[src/rtl/slc_pkg.sv]
package slc_pkg;
  typedef enum logic [2:0] {
    ST_IDLE,
    ST_OPEN_E,
    ST_OPEN_D,
    ST_SEARCH,
    ST_DONE
  } eng_state_t;

  typedef enum logic {
    MORPH_ERODE,
    MORPH_DILATE
  } morph_op_t;
endpackage

[src/rtl/slc_threshold.sv]
module slc_threshold #(
  parameter int COLS  = 8,
  parameter int ROWS  = 8,
  parameter int PIX_W = 8,
  localparam int N    = COLS * ROWS
) (
  input  logic [N*PIX_W-1:0] frame_i,
  input  logic [PIX_W-1:0]   thr_bright_i,
  input  logic [PIX_W-1:0]   thr_dark_i,
  output logic [N-1:0]       bright_o,
  output logic [N-1:0]       dark_o
);
  for (genvar i = 0; i < N; i++) begin : g_pix
    assign bright_o[i] = frame_i[i*PIX_W +: PIX_W] >= thr_bright_i;
    assign dark_o[i]   = frame_i[i*PIX_W +: PIX_W] <= thr_dark_i;
  end
endmodule

[src/rtl/slc_morph.sv]
module slc_morph #(
  parameter int COLS = 8,
  parameter int ROWS = 8,
  parameter slc_pkg::morph_op_t OP = slc_pkg::MORPH_ERODE,
  localparam int N = COLS * ROWS
) (
  input  logic [N-1:0] plane_i,
  output logic [N-1:0] plane_o
);
  for (genvar y = 0; y < ROWS; y++) begin : g_row
    for (genvar x = 0; x < COLS; x++) begin : g_col
      localparam int IDX = y * COLS + x;
      logic n_up, n_dn, n_lf, n_rt;
      if (y > 0) begin : g_up
        assign n_up = plane_i[IDX-COLS];
      end else begin : g_up0
        assign n_up = 1'b0;
      end
      if (y < ROWS - 1) begin : g_dn
        assign n_dn = plane_i[IDX+COLS];
      end else begin : g_dn0
        assign n_dn = 1'b0;
      end
      if (x > 0) begin : g_lf
        assign n_lf = plane_i[IDX-1];
      end else begin : g_lf0
        assign n_lf = 1'b0;
      end
      if (x < COLS - 1) begin : g_rt
        assign n_rt = plane_i[IDX+1];
      end else begin : g_rt0
        assign n_rt = 1'b0;
      end
      if (OP == slc_pkg::MORPH_ERODE) begin : g_er
        assign plane_o[IDX] = plane_i[IDX] & n_up & n_dn & n_lf & n_rt;
      end else begin : g_di
        assign plane_o[IDX] = plane_i[IDX] | n_up | n_dn | n_lf | n_rt;
      end
    end
  end
endmodule

[src/rtl/slc_projection.sv]
module slc_projection #(
  parameter int COLS = 8,
  parameter int ROWS = 8,
  localparam int N = COLS * ROWS
) (
  input  logic [N-1:0]    plane_i,
  output logic [ROWS-1:0] row_proj_o,
  output logic [COLS-1:0] col_proj_o
);
  for (genvar y = 0; y < ROWS; y++) begin : g_rp
    assign row_proj_o[y] = |plane_i[y*COLS +: COLS];
  end
  for (genvar x = 0; x < COLS; x++) begin : g_cp
    logic [ROWS-1:0] column;
    for (genvar y = 0; y < ROWS; y++) begin : g_cb
      assign column[y] = plane_i[y*COLS + x];
    end
    assign col_proj_o[x] = |column;
  end
endmodule

[src/rtl/slc_plane_engine.sv]
module slc_plane_engine #(
  parameter int COLS       = 8,
  parameter int ROWS       = 8,
  parameter int OPEN_STEPS = 1,
  parameter int MAX_ITER   = 4,
  localparam int N  = COLS * ROWS,
  localparam int XW = $clog2(COLS),
  localparam int YW = $clog2(ROWS),
  localparam int IW = $clog2(MAX_ITER + 1)
) (
  input  logic          clk,
  input  logic          rst,
  input  logic          load_i,
  input  logic [N-1:0]  plane_i,
  output logic          busy_o,
  output logic          done_o,
  output logic          valid_o,
  output logic [XW-1:0] x_o,
  output logic [YW-1:0] y_o,
  output logic [IW-1:0] iter_o
);
  import slc_pkg::*;

  localparam int CW = $clog2(OPEN_STEPS + 2);
  localparam logic [CW-1:0] STEP_LAST = CW'(OPEN_STEPS > 0 ? OPEN_STEPS - 1 : 0);
  localparam logic [IW-1:0] ITER_CAP  = IW'(MAX_ITER);

  eng_state_t    state_q;
  logic [N-1:0]  cur_q;
  logic [CW-1:0] step_q;
  logic [IW-1:0] iter_q;
  logic          done_q, valid_q;
  logic [XW-1:0] x_q;
  logic [YW-1:0] y_q;
  logic [IW-1:0] it_q;

  logic [N-1:0]    eroded, grown;
  logic [ROWS-1:0] row_cur, row_er;
  logic [COLS-1:0] col_cur, col_er;
  logic            any_cur, any_er;
  logic [XW-1:0]   x_enc;
  logic [YW-1:0]   y_enc;

  slc_morph #(.COLS(COLS), .ROWS(ROWS), .OP(MORPH_ERODE)) u_erode (
    .plane_i(cur_q), .plane_o(eroded));
  slc_morph #(.COLS(COLS), .ROWS(ROWS), .OP(MORPH_DILATE)) u_grow (
    .plane_i(cur_q), .plane_o(grown));
  slc_projection #(.COLS(COLS), .ROWS(ROWS)) u_proj_cur (
    .plane_i(cur_q), .row_proj_o(row_cur), .col_proj_o(col_cur));
  slc_projection #(.COLS(COLS), .ROWS(ROWS)) u_proj_er (
    .plane_i(eroded), .row_proj_o(row_er), .col_proj_o(col_er));

  assign any_cur = |row_cur;
  assign any_er  = |row_er;

  always_comb begin
    x_enc = '0;
    for (int i = COLS - 1; i >= 0; i--) begin
      if (col_cur[i]) x_enc = XW'(i);
    end
    y_enc = '0;
    for (int j = ROWS - 1; j >= 0; j--) begin
      if (row_cur[j]) y_enc = YW'(j);
    end
  end

  always_ff @(posedge clk) begin
    if (rst) begin
      state_q <= ST_IDLE;
      cur_q   <= '0;
      step_q  <= '0;
      iter_q  <= '0;
      done_q  <= 1'b0;
      valid_q <= 1'b0;
      x_q     <= '0;
      y_q     <= '0;
      it_q    <= '0;
    end else begin
      case (state_q)
        ST_IDLE, ST_DONE: begin
          if (load_i) begin
            cur_q   <= plane_i;
            step_q  <= '0;
            iter_q  <= '0;
            done_q  <= 1'b0;
            state_q <= (OPEN_STEPS > 0) ? ST_OPEN_E : ST_SEARCH;
          end
        end
        ST_OPEN_E: begin
          cur_q <= eroded;
          if (step_q == STEP_LAST) begin
            step_q  <= '0;
            state_q <= ST_OPEN_D;
          end else begin
            step_q <= step_q + 1'b1;
          end
        end
        ST_OPEN_D: begin
          cur_q <= grown;
          if (step_q == STEP_LAST) begin
            step_q  <= '0;
            state_q <= ST_SEARCH;
          end else begin
            step_q <= step_q + 1'b1;
          end
        end
        ST_SEARCH: begin
          if (!any_cur || !any_er || iter_q == ITER_CAP) begin
            valid_q <= any_cur;
            x_q     <= x_enc;
            y_q     <= y_enc;
            it_q    <= iter_q;
            done_q  <= 1'b1;
            state_q <= ST_DONE;
          end else begin
            cur_q  <= eroded;
            iter_q <= iter_q + 1'b1;
          end
        end
        default: state_q <= ST_IDLE;
      endcase
    end
  end

  assign busy_o  = (state_q == ST_OPEN_E) || (state_q == ST_OPEN_D) ||
                   (state_q == ST_SEARCH);
  assign done_o  = done_q;
  assign valid_o = valid_q;
  assign x_o     = x_q;
  assign y_o     = y_q;
  assign iter_o  = it_q;


  iter_cap_chk: assert property (@(posedge clk) disable iff (rst)
    iter_q <= ITER_CAP);


  survivor_kept_chk: assert property (@(posedge clk) disable iff (rst)
    (state_q == ST_SEARCH && any_cur) |=> any_cur);


  invalid_zero_chk: assert property (@(posedge clk) disable iff (rst)
    (done_q && !valid_q) |-> (x_q == '0 && y_q == '0 && it_q == '0));


  result_hold_chk: assert property (@(posedge clk) disable iff (rst)
    (done_q && !load_i) |=> (done_q && $stable(x_q) && $stable(y_q) &&
                             $stable(it_q) && $stable(valid_q)));


  proj_agree_chk: assert property (@(posedge clk) disable iff (rst)
    (|row_er) == (|col_er));
endmodule

[src/rtl/shrink_center_locator.sv]
module shrink_center_locator #(
  parameter int COLS       = 8,
  parameter int ROWS       = 8,
  parameter int PIX_W      = 8,
  parameter int OPEN_STEPS = 1,
  localparam int N        = COLS * ROWS,
  localparam int MAX_ITER = ((COLS < ROWS) ? COLS : ROWS) / 2,
  localparam int XW       = $clog2(COLS),
  localparam int YW       = $clog2(ROWS),
  localparam int IW       = $clog2(MAX_ITER + 1)
) (
  input  logic               clk,
  input  logic               rst,
  input  logic               start_i,
  input  logic [N*PIX_W-1:0] frame_i,
  input  logic [PIX_W-1:0]   glint_thr_i,
  input  logic [PIX_W-1:0]   pupil_thr_i,
  output logic               done_o,
  output logic               glint_valid_o,
  output logic [XW-1:0]      glint_x_o,
  output logic [YW-1:0]      glint_y_o,
  output logic [IW-1:0]      glint_iter_o,
  output logic               pupil_valid_o,
  output logic [XW-1:0]      pupil_x_o,
  output logic [YW-1:0]      pupil_y_o,
  output logic [IW-1:0]      pupil_iter_o
);
  logic [N-1:0] bright_plane, dark_plane;
  logic         g_busy, p_busy, g_done, p_done;
  logic         accept;
  logic         done_q;

  slc_threshold #(.COLS(COLS), .ROWS(ROWS), .PIX_W(PIX_W)) u_thr (
    .frame_i(frame_i), .thr_bright_i(glint_thr_i), .thr_dark_i(pupil_thr_i),
    .bright_o(bright_plane), .dark_o(dark_plane));

  assign accept = start_i && !g_busy && !p_busy;

  slc_plane_engine #(.COLS(COLS), .ROWS(ROWS), .OPEN_STEPS(OPEN_STEPS),
                     .MAX_ITER(MAX_ITER)) u_glint (
    .clk(clk), .rst(rst), .load_i(accept), .plane_i(bright_plane),
    .busy_o(g_busy), .done_o(g_done), .valid_o(glint_valid_o),
    .x_o(glint_x_o), .y_o(glint_y_o), .iter_o(glint_iter_o));

  slc_plane_engine #(.COLS(COLS), .ROWS(ROWS), .OPEN_STEPS(OPEN_STEPS),
                     .MAX_ITER(MAX_ITER)) u_pupil (
    .clk(clk), .rst(rst), .load_i(accept), .plane_i(dark_plane),
    .busy_o(p_busy), .done_o(p_done), .valid_o(pupil_valid_o),
    .x_o(pupil_x_o), .y_o(pupil_y_o), .iter_o(pupil_iter_o));

  always_ff @(posedge clk) begin
    if (rst) done_q <= 1'b0;
    else     done_q <= accept ? 1'b0 : (g_done && p_done);
  end

  assign done_o = done_q;


  done_join_chk: assert property (@(posedge clk) disable iff (rst)
    done_q |-> (g_done && p_done));


  busy_start_chk: assert property (@(posedge clk) disable iff (rst)
    (start_i && (g_busy || p_busy)) |=> !done_q);
endmodule

[config.mk]
export PLATFORM = sky130hd
export DESIGN_NAME = shrink_center_locator
export DESIGN_NICKNAME = d
export VERILOG_FILES = /design/src/rtl/slc_pkg.sv /design/src/rtl/slc_threshold.sv /design/src/rtl/slc_morph.sv /design/src/rtl/slc_projection.sv /design/src/rtl/slc_plane_engine.sv /design/src/rtl/shrink_center_locator.sv
export SDC_FILE = /design/constraint.sdc
export NUM_CORES = 2
export LEC_CHECK = 0
export ABC_AREA = 1
export BUFFER_PORTS_ARGS = -buffer_cell sky130_fd_sc_hd__clkbuf_2
export CAP_MARGIN = 20
export CELL_PAD_IN_SITES_DETAIL_PLACEMENT = 0
export CELL_PAD_IN_SITES_GLOBAL_PLACEMENT = 1
export CORE_ASPECT_RATIO = 1.75
export CORE_MARGIN = 2
export CORE_UTILIZATION = 46
export DETAILED_ROUTE_END_ITERATION = 16
export PLACE_DENSITY = 0.95
export REMOVE_ABC_BUFFERS = 1
export SETUP_SLACK_MARGIN = 0.15
export SLEW_MARGIN = 10
export SYNTH_ARGS = -nofsm -noshare
export SYNTH_HDL_FRONTEND = slang
export SYNTH_SLANG_ARGS = --single-unit
[constraint.sdc]
create_clock -name clk -period 5.9 [get_ports clk]
set_input_delay 0 -clock clk [delete_from_list [all_inputs] [get_ports clk]]
set_output_delay 0 -clock clk [all_outputs]
set_load 0.01 [all_outputs]
==> results.ini <==
[synthesis]
synth_top_family_by_area=adder cells
synth-seq-area-share_pct=9.92
synth_compound_area_share_pct=18.4
syn_area_mm2=0.0337
synth_edf_count=0
synth-xor-area-share_pct=0.0519
ys_ff_latch=167
synthAdderAreaFrac_pct=38.3
synth_cell_types=42
avgSynthCellArea_um2=6.75
synth-simple-area-share_pct=25.7
yosysWarnings=0
synthCells=4996
synthArstFlopShare_pct=0
synth_top_flop_cell=dfxtp_1
muxShareOfSynthArea_pct=0

[routing]
drcViolationCount=0
firstDrtPassIters=6
via_per_inst=5.83
ant_nets=0
wl_per_cell_um=20.6
drt-initial-drc-count=2159
vias=37540
wl_um=133000

[run]
cap_viol_max_count=0

[timing]
min_period_ns=3.86
slew-limit-headroom_pct=26.1
fin_tns_setup_ns=0
period_share_pct=65.4
max_freq_mhz=259
grt_setup_unrepaired=no
setup_viol=0
clock_skew_ns=0.0213
setup_ws_ns=2.04
drv_slew=0
finalHoldViolCount=0
worstMarginPinSlew_ns=1.11

[cells_and_area]
area_growth_pct=12.7
regArea_mm2=0.00334
drive_gt1_share_pct=13.0
nets=7053
fillerInstances=7627
multi_input_area_mm2=0.0278

[placement]
port_buffers=551
dp_hpwl_um=107000
pre_cts_ws_ns=2.02
routabilityCongestion=1.03

[floorplanning]
die_h_um=362
initial_core_util_pct=46.3
num_rows=131
design.core.area_mm2=0.0728
die_area_mm2=0.0756
ios=552
dieWidth_um=209

[global_route]
use_met3_pct=5.45
grtUsageMet1_pct=34.6
antenna_found_initial=6
grt-busiest-layer=met2
track_usage_pct=34.3
met2_usage_pct=64.3
grt_pass1_wl_um=202000
gr-total-overflow=0
grt_pass1_vias=36996
grt_max_degree=104

[setup_path]
arrival_ns=4.25
worstPathMaxFanout=74
critPathKind=flop to flop
start_kind=flop
critPathCaptureType=flop
reg2reg_depth=9
worstPathRequired_ns=6.29

[pwr]
ir_drop_mv=0.412
powerDensity_mw_per_mm2=302
switching_share_pct=57.7
comb_power_share_pct=67.5
p_int_mw=4.86
switchingPower_mw=6.62
clkPwrFrac_pct=10.3
power.leakage_nw=20.4
seqPwrFrac_pct=22.3

[cts]
numCtsBuffers=17
ctsResizeCount=0
cts_tree=built
path_clk_slew_ns=0.07
cts_sinks=167
clockRootBuffer=clkbuf_16
clock_latency_ns=0.47
ctsHtreeMaxLevel=4
clockBufferDepth=2

[min_path]
hp-class=primary input to flop
min_path_cells=3

[outcome]
status=complete, no violations

-- layer usage --
metal,routed length (um),up-vias,part of all wire [%]
li1,-,18538,-
met1,49200,17312,37
met4,10200,6,7.7
met5,27,-,0.020
met2,66700,1243,50
met3,6720,441,5.1
-- metrics by stage --
step	power, mW	cells	util (%)	hold slack [ns]	cell area [um2]
detailed placement	10.1	6400	51.4	0.418	37400
CTS	11.3	6431	52.2	0.0738	38000
finish	11.5	6434	52.2	0.0757	38000
global placement	10.0	6400	51.4	0.402	37400
floorplan	7.48	4883	-	0.0691	33100
global route	12.5	6433	52.2	0.0924	38000
-- layout make-up --
type / instances / share of cell area [%]
timing repair buffer: 588 / 8.16
antenna: 2 / 0.0132
inverter: 526 / 5.24
sequential: 167 / 8.80
clock inverter: 12 / 0.398
tap: 931 / 3.07
multi-input combinational: 4190 / 73.2
clock buffer: 18 / 1.13
-- cells by family after synthesis --
| kind of cell | after synthesis |
|---|---|
| and+or+nand+nor | 2064 |
| adders and majority gates | 1032 |
| AOI/OAI and AO/OA | 1092 |
| DFF | 167 |
| xor gates and xnor gates | 2 |
| buffers and inverters | 639 |
-- cell usage after synthesis, types with 3 or more instances --
cell       count  area [um2]
o211ai_1      73         548
nand2_2        6        37.5
nor2_1       475        1780
nand4_1      156         976
or2_2          7        43.8
ha_1        1032       12900
nor2_2         3        18.8
inv_1        507        1900
a31oi_1       18         113
nand3b_1       3        22.5
inv_2         19        71.3
a21oi_1      660        3300
nor2_4         4        45.0
nand2_1     1128        4230
buf_6         10         113
o21ai_0      177         886
a21oi_2       37         324
nand3_1      203        1020
nand3_2        3        30.0
o22ai_1       20         125
o31ai_1       31         233
buf_2         40         200
buf_4          6        45.0
clkbuf_1      53         199
dfxtp_1      167        3340
o2111ai_1     64         561
o41ai_1        8        70.1
nor3_1        40         200
nor3_2         4        40.0
buf_8          3        45.0
nor4_1        26         163
-- state kept, by name, summed over array words and instances, names as in the netlist, 3 cells and up --
name and cells:
u_glint.iter_o 3, u_pupil.iter_q 3, u_glint.cur_q 64, u_pupil.cur_q 64
u_pupil.x_o 3, u_pupil.state_q 3, u_glint.iter_q 3, u_glint.state_q 3
u_pupil.iter_o 3, u_glint.y_o 3, u_pupil.y_o 3, u_glint.x_o 3
-- final timing paths --
kind	start	end	slack [ns]
max	u_pupil.state_q[0]	u_pupil.cur_q[35]	2.04
min	rst	u_pupil.x_o[2]	0.08
max reg2reg	u_pupil.state_q[0]	u_pupil.cur_q[35]	2.04
min reg2reg	u_glint.cur_q[23]	u_glint.cur_q[23]	0.46
-- worst max-delay path, cell delays in order, from the launching register on --
cell	delay, ns
dfxtp_1	0.42
inv_1	0.08
nor2_2	0.60
inv_1	0.63
nor2_4	0.55
nand2_4	0.47
buf_4	0.58
nand3_1	0.19
nand2_1	0.06
nor2_1	0.12
-- timing repair --
action                                 4_1_cts  5_1_grt
setup buffers                                0        0
endpoints found under the hold margin        1        0
hold buffers                                 1        0
-- placed cells by master (no fill, tap or decap), types with 8 or more instances in the layout --
cell          n
nand3_1     203
clkbuf_16    17
ha_1       1032
nor2_1      475
dfxtp_1     167
nand2_1    1127
o21ai_0     177
a21oi_2      37
clkinv_2     19
o41ai_1       8
nor3_1       40
a31oi_1      18
nand4_1     156
o2111ai_1    64
o31ai_1      31
clkbuf_2    549
inv_2        18
buf_4        34
o22ai_1      20
o211ai_1     73
a21oi_1     660
nor4_1       26
inv_1       493
-- power by group through the flow --
stage / combinational [mW] / sequential (mW) / clock [mW]
global route: 8.66 / 2.60 / 1.22
CTS: 7.63 / 2.51 / 1.18
detailed placement: 7.59 / 2.54 / 0
floorplan: 5.31 / 2.18 / 0
global placement: 7.47 / 2.54 / 0
finish: 7.74 / 2.56 / 1.18
No activity file was read; power rests on OpenSTA's default activity.
